### src/rtl/smv_pkg.sv
`timescale 1ns/1ps
package smv_pkg;
  // Matrix row assigned to lane i: rotation starting at the middle row.
  function automatic int lane_row(input int i, input int n);
    return (n / 2 + i) % n;
  endfunction

  // Width of an index counter for n positions (at least one bit).
  function automatic int idx_width(input int n);
    return (n > 1) ? $clog2(n) : 1;
  endfunction
endpackage

### src/rtl/smv_coef_rom.sv
`timescale 1ns/1ps
module smv_coef_rom #(
  parameter int N = 4,
  parameter int CW = 16,
  parameter int ROW = 0,
  parameter logic [N*N*CW-1:0] COEFS = '0,
  localparam int AW = smv_pkg::idx_width(N)
) (
  input  logic [AW-1:0]        addr,
  output logic signed [CW-1:0] coef
);
  // Constant table: one matrix row, address selects the column.
  logic [CW-1:0] table_q [N];

  always_comb begin
    for (int c = 0; c < N; c++) begin
      table_q[c] = COEFS[(ROW*N+c)*CW +: CW];
    end
  end

  assign coef = $signed(table_q[addr]);
endmodule

### src/rtl/smv_lane.sv
`timescale 1ns/1ps
module smv_lane #(
  parameter int SW = 5,
  parameter int CW = 16,
  parameter int ACC_W = 23,
  localparam int PW = SW + CW
) (
  input  logic                    clk,
  input  logic                    rst,
  input  logic                    en,
  input  logic signed [SW-1:0]    x,
  input  logic signed [CW-1:0]    coef,
  input  logic                    prod_vld,
  input  logic                    restart,
  output logic signed [ACC_W-1:0] sum
);
  logic signed [PW-1:0]    prod_q;
  logic signed [ACC_W-1:0] acc_q;

  always_ff @(posedge clk) begin
    if (rst) begin
      prod_q <= '0;
      acc_q  <= '0;
    end else if (en) begin
      prod_q <= PW'(x) * PW'(coef);
      if (prod_vld) begin
        if (restart) acc_q <= ACC_W'(prod_q);
        else         acc_q <= acc_q + ACC_W'(prod_q);
      end
    end
  end

  // Completed block sum, valid when the last product is being absorbed.
  assign sum = acc_q + ACC_W'(prod_q);
endmodule

### src/rtl/smv_serializer.sv
`timescale 1ns/1ps
module smv_serializer #(
  parameter int N = 4,
  parameter int ACC_W = 23,
  localparam int AW = smv_pkg::idx_width(N)
) (
  input  logic               clk,
  input  logic               rst,
  input  logic               en,
  input  logic               load,
  input  logic [N*ACC_W-1:0] sums,
  input  logic [AW-1:0]      sel,
  output logic [ACC_W-1:0]   y,
  output logic               y_vld
);
  logic [ACC_W-1:0] hold_q [N];
  logic             hold_vld_q;

  always_ff @(posedge clk) begin
    if (load) begin
      for (int i = 0; i < N; i++) hold_q[i] <= sums[i*ACC_W +: ACC_W];
    end
  end

  always_ff @(posedge clk) begin
    if (rst) begin
      hold_vld_q <= 1'b0;
      y          <= '0;
      y_vld      <= 1'b0;
    end else begin
      if (load) hold_vld_q <= 1'b1;
      y_vld <= en && hold_vld_q;
      if (en && hold_vld_q) y <= hold_q[sel];
    end
  end
endmodule

### src/rtl/serial_matvec.sv
`timescale 1ns/1ps
module serial_matvec #(
  parameter int N = 4,
  parameter int SW = 5,
  parameter int CW = 16,
  parameter logic [N*N*CW-1:0] UT_COEFS = {
    -16'sd12000, 16'sd12000, -16'sd7, 16'sd7,
    -16'sd400, 16'sd300, -16'sd200, 16'sd100,
    16'sd89, -16'sd567, 16'sd1234, 16'h8000,
    16'sd32767, -16'sd4096, 16'sd8192, 16'sd16384
  },
  localparam int AW = smv_pkg::idx_width(N),
  localparam int ACC_W = SW + CW + $clog2(N)
) (
  input  logic                 clk,
  input  logic                 rst,
  input  logic                 en,
  input  logic signed [SW-1:0] sample,
  output logic [ACC_W-1:0]     result,
  output logic                 result_valid,
  output logic [AW-1:0]        count
);
  localparam logic [AW-1:0] LAST = AW'(N - 1);

  logic [AW-1:0]      cnt_q;
  logic [AW-1:0]      pidx_q;
  logic               pvld_q;
  logic [N*ACC_W-1:0] sums;
  logic [AW-1:0]      sel;
  logic               dump;

  always_ff @(posedge clk) begin
    if (rst) begin
      cnt_q  <= '0;
      pidx_q <= '0;
      pvld_q <= 1'b0;
    end else if (en) begin
      cnt_q  <= (cnt_q == LAST) ? '0 : cnt_q + 1'b1;
      pidx_q <= cnt_q;
      pvld_q <= 1'b1;
    end
  end

  assign dump = en && pvld_q && (pidx_q == LAST);
  // Holding bank is read two enabled edges after the dump index, so the
  // lane feeding the output is the counter value minus one.
  assign sel  = (cnt_q == '0) ? LAST : cnt_q - 1'b1;

  for (genvar i = 0; i < N; i++) begin : g_lane
    localparam int ROW = smv_pkg::lane_row(i, N);
    logic signed [CW-1:0]    coef;
    logic signed [ACC_W-1:0] lane_sum;

    smv_coef_rom #(.N(N), .CW(CW), .ROW(ROW), .COEFS(UT_COEFS)) u_rom (
      .addr(cnt_q),
      .coef(coef)
    );

    smv_lane #(.SW(SW), .CW(CW), .ACC_W(ACC_W)) u_lane (
      .clk     (clk),
      .rst     (rst),
      .en      (en),
      .x       (sample),
      .coef    (coef),
      .prod_vld(pvld_q),
      .restart (pidx_q == '0),
      .sum     (lane_sum)
    );

    assign sums[i*ACC_W +: ACC_W] = lane_sum;
  end

  smv_serializer #(.N(N), .ACC_W(ACC_W)) u_ser (
    .clk  (clk),
    .rst  (rst),
    .en   (en),
    .load (dump),
    .sums (sums),
    .sel  (sel),
    .y    (result),
    .y_vld(result_valid)
  );

  assign count = cnt_q;
endmodule

### config.mk
export PLATFORM = sky130hd
export DESIGN_NAME = serial_matvec
export DESIGN_NICKNAME = d
export VERILOG_FILES = /design/src/rtl/smv_pkg.sv /design/src/rtl/smv_coef_rom.sv /design/src/rtl/smv_lane.sv /design/src/rtl/smv_serializer.sv /design/src/rtl/serial_matvec.sv
export SDC_FILE = /design/constraint.sdc
export NUM_CORES = 1
export LEC_CHECK = 0
export BUFFER_PORTS_ARGS = -buffer_cell sky130_fd_sc_hd__buf_4
export CORE_MARGIN = 2
export CORE_UTILIZATION = 28
export CTS_CLUSTER_DIAMETER = 80
export DETAILED_ROUTE_END_ITERATION = 12
export MAX_ROUTING_LAYER = met4
export SETUP_SLACK_MARGIN = 0.4
export SKIP_CTS_REPAIR_TIMING = 1
export SYNTH_ARGS = -nofsm -noshare
export SYNTH_HDL_FRONTEND = slang
export SYNTH_SLANG_ARGS = --single-unit
### constraint.sdc
create_clock -name clk -period 7.5 [get_ports clk]
set_input_delay 0.75 -clock clk [delete_from_list [all_inputs] [get_ports clk]]
set_output_delay 0.75 -clock clk [all_outputs]
set_load 0.02 [all_outputs]
## Word level (Yosys, flattened, before mapping)

Memories as Yosys holds them, arrays and structs flattened. A register that Yosys moved wholly into a read port is not among the register bits.
Cells that the tools add are included.

| storage, ports and cells | value |
|---|---|
| bits in registers | 183 |
| latch bits | 0 |
| memory bits (writable) | 92 |
| bits in read-only memories | 0 |
| input port bits | 8 |
| output and inout port bits | 26 |
| logic and storage cells | 54 |
| memories | 1 |

| cells by class | value |
|---|---|
| $add $sub $neg | 6 |
| multipliers | 4 |
| div/mod/pow operators | 0 |
| magnitude comparators | 1 |
| eq/ne operators | 2 |
| shift-type cells | 0 |
| mux-type cells | 20 |
| bitwise logic cells | 1 |
| reduce and logical (&&, ||, !) cells | 6 |

Memory list:

| memory | words | bits a word | read ports | clocked after Yosys merged registers in | write ports | RTL line | source |
|---|---|---|---|---|---|---|---|
| u_ser.hold_q | 4 | 23 | 1 | 1 | 4 | smv_serializer.sv:16 | `logic [ACC_W-1:0] hold_q [N];` |

Operators by type and width:

| operator | count |
|---|---|
| 16-bit binary-select mux with 2-bit select | 4 |
| 16-bit 2-to-1 mux | 8 |
| 23-bit by 21-bit adder with 23-bit output | 4 |
| 23-bit 2-to-1 mux | 4 |
| 5-bit by 16-bit multiplier with 21-bit output | 4 |
| 2-bit equality test (second input constant) | 2 |
| 2-bit logical NOT | 2 |
| 2-bit 2-to-1 mux | 2 |
| 3-bit >= comparator (second input constant) | 1 |
| 1-bit logical AND | 3 |
| 2-bit inverter with 3-bit output | 1 |
| 2-bit by 1-bit adder with 2-bit output (second input constant) | 1 |
| 1-bit 2-to-1 mux | 2 |
| 2-bit AND reduction | 1 |
| 2-bit by 1-bit subtractor with 2-bit output (second input constant) | 1 |

## Depth between registers and ports, before layout

Gate-level depths: netlist of run 1.

| depth | value |
|---|---|
| word-level depth | 5 |
| depth in mapped cells | 24 |
| mapped depth without buffers | 23 |

## By module

Synthesis of run 1 repeated with hierarchy kept, for this count alone.

| unflattened totals | value |
|---|---|
| cell total of the unflattened synthesis | 3232 |
| area, all modules | 28602.4 um2 |

By module, submodules not included:

| module | times used | cells each | area an instance (um2) |
|---|---|---|---|
| smv_lane (g_lane[2].u_lane) | 1 | 738 | 5977.0 |
| smv_lane (g_lane[3].u_lane) | 1 | 739 | 5914.4 |
| smv_lane (g_lane[1].u_lane) | 1 | 711 | 5753.0 |
| smv_lane (g_lane[0].u_lane) | 1 | 696 | 5700.5 |
| smv_serializer | 1 | 250 | 4474.3 |
| serial_matvec | 1 | 24 | 234.0 |
| smv_coef_rom (g_lane[3].u_rom) | 1 | 20 | 153.9 |
| smv_coef_rom (g_lane[0].u_rom) | 1 | 21 | 147.6 |
| smv_coef_rom (g_lane[1].u_rom) | 1 | 17 | 131.4 |
| smv_coef_rom (g_lane[2].u_rom) | 1 | 16 | 116.4 |

## Worst setup path before layout of run 1

OpenSTA, ideal clock, no wires.

| timing path | value |
|---|---|
| kind | input port to flip-flop |
| start point | in sample[4] |
| end point | reg g_lane[2].u_lane.prod_q[19] |
| setup time | 0.122 ns |
| arrival time | 5.434 ns |
| setup slack | 1.944 ns |
| stages on the path | 22 |
| buffers on the path | 1 |
| cells stage by stage | clkbuf_1 inv_1 nor2_1 or2_2 ha_1 inv_1 fa_1 fa_1 fa_1 inv_1 a21oi_1 o21bai_1 fa_1 a21o_1 a21o_1 a21oi_1 nor2_1 o21a_1 o21ai_1 a21oi_1 mux2_1 a311o_1 |

| on the way | value |
|---|---|
| cells in the longest elaborated chain, start to end | 1 |

RTL lines:

| element | RTL line | source |
|---|---|---|
| from (decl) | serial_matvec.sv:18 | `input logic signed [SW-1:0] sample,` |
| 5-bit by 16-bit multiplier with 21-bit output | smv_lane.sv:25 | `prod_q <= PW'(x) * PW'(coef);` |
| to (signal assigned) | smv_lane.sv:25 |  |
| to (decl) | smv_lane.sv:17 | `logic signed [PW-1:0] prod_q;` |

No other way between the ends.
A chain may end at the register's enable or synchronous reset.

## Worst setup path after layout of run 1

| timing path | value |
|---|---|
| start point | reg cnt_q[0], in the netlist count[0] |
| end point | reg g_lane[0].u_lane.prod_q[16] |

| on the way | value |
|---|---|
| cells in the longest elaborated chain, start to end | 5 |

RTL lines:

| element | RTL line | source |
|---|---|---|
| from (decl) | serial_matvec.sv:25 | `logic [AW-1:0] cnt_q;` |
| from (signal assigned) | serial_matvec.sv:38 | `cnt_q <= (cnt_q == LAST) ? '0 : cnt_q + 1'b1;` |
| 2-bit inverter with 3-bit output (not written as such) | smv_coef_rom.sv:21 | `assign coef = $signed(table_q[addr]);` |
| 16-bit binary-select mux with 2-bit select | smv_coef_rom.sv:21 |  |
| 16-bit 2-to-1 mux (not written as such) (2 in a row) | smv_coef_rom.sv:21 |  |
| 5-bit by 16-bit multiplier with 21-bit output | smv_lane.sv:25 |  |
| to (signal assigned) | smv_lane.sv:25 |  |
| to (decl) | smv_lane.sv:17 |  |

No other way between the ends. The select of a mux whose other input is x is not followed.

==> results of run 1 <==
[tightest hold or removal path: stages, from the launching register on]
cell,delay (ns)
dfxtp_1,0.31
nand2_1,0.05
a21oi_1,0.05
[cell usage after synthesis, types with 28 or more instances]
master | number | share of area, %
ha_1 | 227 | 13
a211oi_1 | 28 | 0.93
inv_1 | 281 | 4.7
o21ai_0 | 72 | 1.6
a21o_1 | 64 | 2.1
xor2_1 | 29 | 1.1
fa_1 | 121 | 11
a311oi_1 | 49 | 1.9
mux2i_1 | 53 | 2.3
edfxtp_1 | 90 | 12
nor2b_1 | 34 | 0.94
nand2_1 | 277 | 4.6
nor3_1 | 44 | 0.97
xnor2_1 | 102 | 3.9
dfxtp_1 | 202 | 18
nand3_1 | 29 | 0.64
clkbuf_1 | 94 | 1.6
nor2_1 | 229 | 3.8
a21oi_1 | 184 | 4.1
[sequential cells by signal (all words and copies together), names as in the netlist]
signal                cells
g_lane.u_lane.prod_q     82
u_ser.hold_vld_q          1
u_ser.y_vld               1
count                     2
g_lane.u_lane.acc_q      90
pidx_q                    2
u_ser.hold_q             90
pvld_q                    1
u_ser.y                  23
[power by group]
| part | total (mW) | switching, mW | internal [mW] | leakage [nW] |
|---|---|---|---|---|
| clock network | 1.88 | 0.757 | 1.12 | 0.623 |
| logic | 2.39 | 1.44 | 0.953 | 7.97 |
| registers | 1.99 | 0.180 | 1.81 | 2.48 |
| total | 6.26 | 2.38 | 3.88 | 11.1 |
[worst paths after layout]
path,startpoint,to,depth (start not counted)
max,count[0]$_SDFFE_PP0P_,g_lane[0].u_lane.prod_q[16]$_SDFFE_PP0P_,19
min,u_ser.y[2]$_SDFFE_PP0P_,u_ser.y[2]$_SDFFE_PP0P_,2
max reg2reg,count[0]$_SDFFE_PP0P_,g_lane[0].u_lane.prod_q[16]$_SDFFE_PP0P_,19
min reg2reg,u_ser.y[2]$_SDFFE_PP0P_,u_ser.y[2]$_SDFFE_PP0P_,2
[final cells by class]
cell class,count,area (um2),area share [%]
multi-input combinational,1851,14450,57.31
clock inverter,20,251.5,0.9972
timing repair buffer,47,356.6,1.414
inverter,282,1059,4.197
clock buffer,47,1025,4.063
sequential,292,6746,26.75
antenna,1,2.502,0.009923
tap,1060,1326,5.259
[cell families after synthesis]
kind of cell / after synthesis / share of synthesized area (%)
XOR/XNOR: 131 / 5.067
AND/OR/NAND/NOR: 739 / 14.72
buffers and inverters: 392 / 6.509
flip-flops: 292 / 29.79
adder cells (fa/ha/maj): 348 / 23.24
AO/OA/AOI/OAI: 555 / 16.02
multiplexers: 78 / 4.647
[through the flow]
stage | power, mW | cells | utilization, % | hold slack [ns] | cell area (um2)
floorplan | 3.726 | 2535 | - | 0.4362 | 22650
global placement | 4.360 | 3532 | 29.82 | 0.4452 | 23940
detailed placement | 4.376 | 3532 | 29.82 | 0.4493 | 23940
CTS | 6.287 | 3599 | 31.41 | 0.4571 | 25220
global route | 6.667 | 3600 | 31.41 | 0.4779 | 25220
finish | 6.261 | 3600 | 31.41 | 0.4550 | 25220
[layer usage]
metal	GRT usage [%]	up-vias	routed length, um
met2	22.10	457	26190
li1	-	8703	-
met5	-	-	0
met3	2.401	82	3551
met4	3.808	0	1281
met1	22.44	8501	32030
==> key figures, run 1 <==
Setup path
  • Largest fanout on the critical path: 16
  • CP Cell Sequence: inv_1, ha_1, nand2_1, xor2_1, ha_1, fa_1, inv_1, fa_1, inv_1, ha_1, a21o_1, a21oi_1, o21ai_0, a21oi_1, o21ai_1, a41o_1, o41ai_1, mux2i_1, o21ai_0
  • CP top delay family: adder cells
  • CP Data Arrival Time: 6.18 ns
  • Critical Path End Type: flip-flop
  • R2R setup slack: 1.73 ns
  • Peak per-stage delay on the critical path: 0.71 ns
  • Setup CP Type: reg2reg
  • CP required: 7.92 ns
  • Crit-path slowest cell: dfxtp_1
  • Startpoint types: flip-flop
  • Buf/Inv on CP: 3

Yosys
  • Top_reg_cell synth: dfxtp_1
  • Mapped Cells: 2,535
  • Post-synth EDFFs: 90
  • Yosys reg bits: 292
  • Yosys warns: 0
  • Avg Inst Size Synth: 8.933 um2
  • Synthesized net count: 2,891
  • Async SR Flop Fraction: 0%
  • Syn Std Cell Area: 0.02265 mm2
  • Sequential area share after synthesis: 29.79%
  • Netlist cell types: 78

Pwr
  • Maximum VDD drop: 0.1327 mV
  • Leakage: 11.07 nW
  • Pwr dens: 248.3 mW/mm2

Clock network
  • H-Tree Depth: 2
  • Clock Latency Late Sink: 0.57 ns
  • CTS Buffer Depth: 3
  • Clock sink count: 292
  • CTS Buf Count: 37
  • Root buf cell: clkbuf_16
  • CTS tree: yes
  • Reg clk slew, reported paths: 0.06 ns

Job
  • Max-Cap Viols: 0

Timing
  • Max-slew violations: 0
  • Fin crit share: 76.89%
  • Clk_skew: 0.02103 ns
  • Final hold violation count: 0
  • Post-route minimum period: 5.767 ns
  • Max-Slew Margin vs Limit: 41.79%
  • Worst-margin pin slew: 0.8731 ns
  • RSZ-0062 raised after global routing: false
  • Final WS setup: 1.733 ns
  • Setup TNS: 0 ns
  • Final setup violation count: 0
  • Fmax: 0.1734 GHz

Placement
  • Port Buf Inserts: 33
  • HPWL after detailed placement: 46.81 mm
  • Post-place setup slack: 1.521 ns
  • Final GP Congestion: 0.8614

Hold path
  • Worst hold-check path type: reg2reg

Drt
  • Drt total wl: 63.05 mm
  • First-pass DRT Iterations: 5
  • DR iter-0 viols: 1,143
  • Total vias in the final route: 17,740
  • DR DRC count: 0
  • DR WL/cell: 17.51 um
  • DRT antenna net count: 0
  • DR vias/cell: 4.929

Floorplan
  • Die area: 0.08317 mm2
  • FP Rows: 104
  • Number of top-level pins: 34
  • Die Y: 288.4 um
  • Core Region: 0.08029 mm2
  • Die width: 288.4 um
  • Initial core utilization: 28.21%

Cells and area
  • Area Overhead vs Synth: 11.37%
  • Most frequent cells in the layout: inv_1 (281), nand2_1 (276), nor2_1 (227), ha_1 (227), dfxtp_1 (202)
  • Layout cells sized above 1: 5.947%
  • Fillers: 8,333
  • Number of nets in the layout: 2,867
  • Leading cell type in the layout, fill and taps excluded: inv_1

Global route
  • Total grt overflow: 0
  • First-pass GRT wire length: 97.37 mm
  • Initial antenna violation count: 1
  • Largest net degree at the start of global routing: 75
  • Vias in the first global route: 16,640
  • GRT Overall Usage: 15.41%

Status
  • Outcome: complete, no violations
Note: power is estimated with default switching activity, not from simulation.
==> inputs of run 2 (changes only) <==
==> constraint.sdc (replaced) <==
create_clock -name clk -period 4.83 [get_ports clk]
set_input_delay 0.483 -clock clk [delete_from_list [all_inputs] [get_ports clk]]
set_output_delay 0.483 -clock clk [all_outputs]
set_load 0.02 [all_outputs]
==> key figures, run 2 (synthesized netlist as in run 1, its figures left out) <==
Cells and area
  • Most frequent cells in the layout: nand2_1 (270), inv_1 (255), nor2_1 (218)
  • Number of nets in the layout: 2,952
  • Ant diodes: 0
  • Final Non-Filler Cells: 3,682
  • Layout cells sized above 1: 15.26%
  • Leading cell type in the layout, fill and taps excluded: nand2_1
  • Area Overhead vs Synth: 18.30%
  • Post-route cell area: 0.02679 mm2
  • Biggest regs: g_lane.u_lane.acc_q: 90 flops, u_ser.hold_q: 90 flops, g_lane.u_lane.prod_q: 82 flops

Global route
  • GRT Overall Usage: 15.63%
  • Largest net degree at the start of global routing: 101
  • Initial antenna violation count: 0
  • First-pass GRT wire length: 98.78 mm
  • Vias in the first global route: 16,870
  • Total grt overflow: 0

Setup path
  • Critical Path End Type: flip-flop
  • Startpoint types: flip-flop
  • Largest fanout on the critical path: 6
  • Peak per-stage delay on the critical path: 0.62 ns
  • R2R depth: 21
  • CP Cell Sequence: ha_4, and2_4, or2_4, ha_4, inv_4, fa_1, fa_1, fa_2, inv_2, a21oi_2, o21bai_2, fa_2, a21o_1, a21o_1, a21oi_2, nor2_1, o21a_1, o21ai_2, a21oi_2, mux2_4, a311o_1
  • CP dominant cell by count: a21oi_2
  • CP required: 5.27 ns
  • R2R setup slack: 0.02 ns
  • Buf/Inv on CP: 2
  • Worst r2r src: count[1]$_SDFFE_PP0P_
  • CP top delay family: adder cells
  • Setup CP Type: reg2reg
  • FF-to-FF End: g_lane[2].u_lane.prod_q[19]$_SDFFE_PP0P_
  • CP Data Arrival Time: 5.25 ns
  • Crit-path slowest cell: fa_1

Clock network
  • CTS tree: yes
  • Root buf cell: clkbuf_16
  • Clock sink count: 292
  • H-Tree Depth: 2
  • Reg clk slew, reported paths: 0.06 ns
  • CTS Buffer Depth: 3
  • Clock Latency Late Sink: 0.56 ns
  • CTS Buf Count: 36

Placement
  • Cell Count Post-Placement: 3,588
  • Post-place setup slack: -0.03373 ns
  • Cell Area, Placed: 0.02468 mm2
  • Port Buf Inserts: 33
  • Final GP Congestion: 0.9160
  • HPWL after detailed placement: 48.60 mm

Drt
  • First-pass DRT Iterations: 5
  • DR iter-0 viols: 1,440
  • DR DRC count: 0
  • Drt total wl: 64.62 mm
  • DR vias/cell: 4.902
  • Total vias in the final route: 18,050
  • DRT antenna net count: 0
  • DR WL/cell: 17.55 um

Timing
  • Clk_skew: 0.01570 ns
  • Final hold violation count: 0
  • Worst-margin pin slew: 0.8433 ns
  • Final setup violation count: 0
  • Final WS setup: 0.01957 ns
  • Post-route minimum period: 4.810 ns
  • Fmax: 0.2079 GHz
  • Fin crit share: 99.59%
  • Max-slew violations: 0
  • Max-Slew Margin vs Limit: 43.78%
  • RSZ-0062 raised after global routing: true

Pwr
  • Maximum VDD drop: 0.2078 mV
  • Leakage: 11.56 nW
  • Pwr dens: 378.1 mW/mm2

Job
  • Max-Cap Viols: 0

Hold path
  • Hold-critical path depth: 2
  • HP Start: rst
  • Worst hold-check path type: in2reg
  • Worst Hold Path EP: g_lane[0].u_lane.prod_q[9]$_SDFFE_PP0P_

Floorplan
  • Die Y: 288.4 um
  • Die area: 0.08317 mm2
  • Core Region: 0.08029 mm2
  • Initial core utilization: 28.21%
  • Die width: 288.4 um
  • FP Rows: 104
  • Number of top-level pins: 34

Status
  • Outcome: complete, no violations
-- run 2: cell types whose count changed in the layout (fill, tap and decap cells not counted), moves of 18 or more --
cell     previous run  this run
buf_4              46       120
ha_1              227       191
ha_4                0        30
inv_1             281       255
a21oi_1           184       165
inv_2               0        19
a21oi_2             1        19
-- run 2: power by group --
group	internal, mW	total, mW	switching (mW)
Clock	1.49	2.60	1.12
Sequential	2.81	3.07	0.259
Combinational	1.92	4.46	2.54
Total	6.21	10.1	3.92
-- run 2: worst max-delay path by stage --
stage,slack (ns),start,cells past startpoint,endpoint
final,0.02,count[1]$_SDFFE_PP0P_,21,g_lane[2].u_lane.prod_q[19]$_SDFFE_PP0P_
after global routing,-0.14,count[1]$_SDFFE_PP0P_,21,g_lane[2].u_lane.prod_q[19]$_SDFFE_PP0P_
after CTS,-0.04,count[1]$_SDFFE_PP0P_,20,g_lane[2].u_lane.prod_q[19]$_SDFFE_PP0P_
after detailed placement,-0.03,sample[0],20,g_lane[2].u_lane.prod_q[19]$_SDFFE_PP0P_
after global placement,-0.04,sample[0],20,g_lane[2].u_lane.prod_q[19]$_SDFFE_PP0P_
after floorplan,0.11,count[1]$_SDFFE_PP0P_,19,g_lane[1].u_lane.prod_q[16]$_SDFFE_PP0P_
-- run 2: layer usage --
metal | part of all wire (%) | global-route usage [%] | up-vias | wire (um)
met5 | 0 | - | - | 0
met1 | 50 | 23.15 | 8667 | 32390
met3 | 6.2 | 2.385 | 64 | 4019
met2 | 42 | 22.13 | 431 | 27140
met4 | 1.6 | 3.562 | 0 | 1066
li1 | - | - | 8889 | -
-- run 2: final cells by class --
type	count	area, um2
Sequential cell	292	6751
Tap cell	1060	1326
Inverter	282	1089
Timing Repair Buffer	133	1074
Fill cell	8162	53500
Multi-Input combinational cell	1851	15440
Clock buffer	52	1022
Clock inverter	12	90.09
-- run 2: through the flow --
step	hold WS (ns)	util (%)	power (mW)	setup TNS (ns)
floorplan	0.4362	-	5.899	0
global placement	0.4439	30.73	7.021	-0.03815
detailed placement	0.4477	30.73	7.056	-0.03373
CTS	0.2127	32.12	9.693	-0.04485
global route	0.2387	33.37	10.78	-0.1671
finish	0.2394	33.37	10.13	0
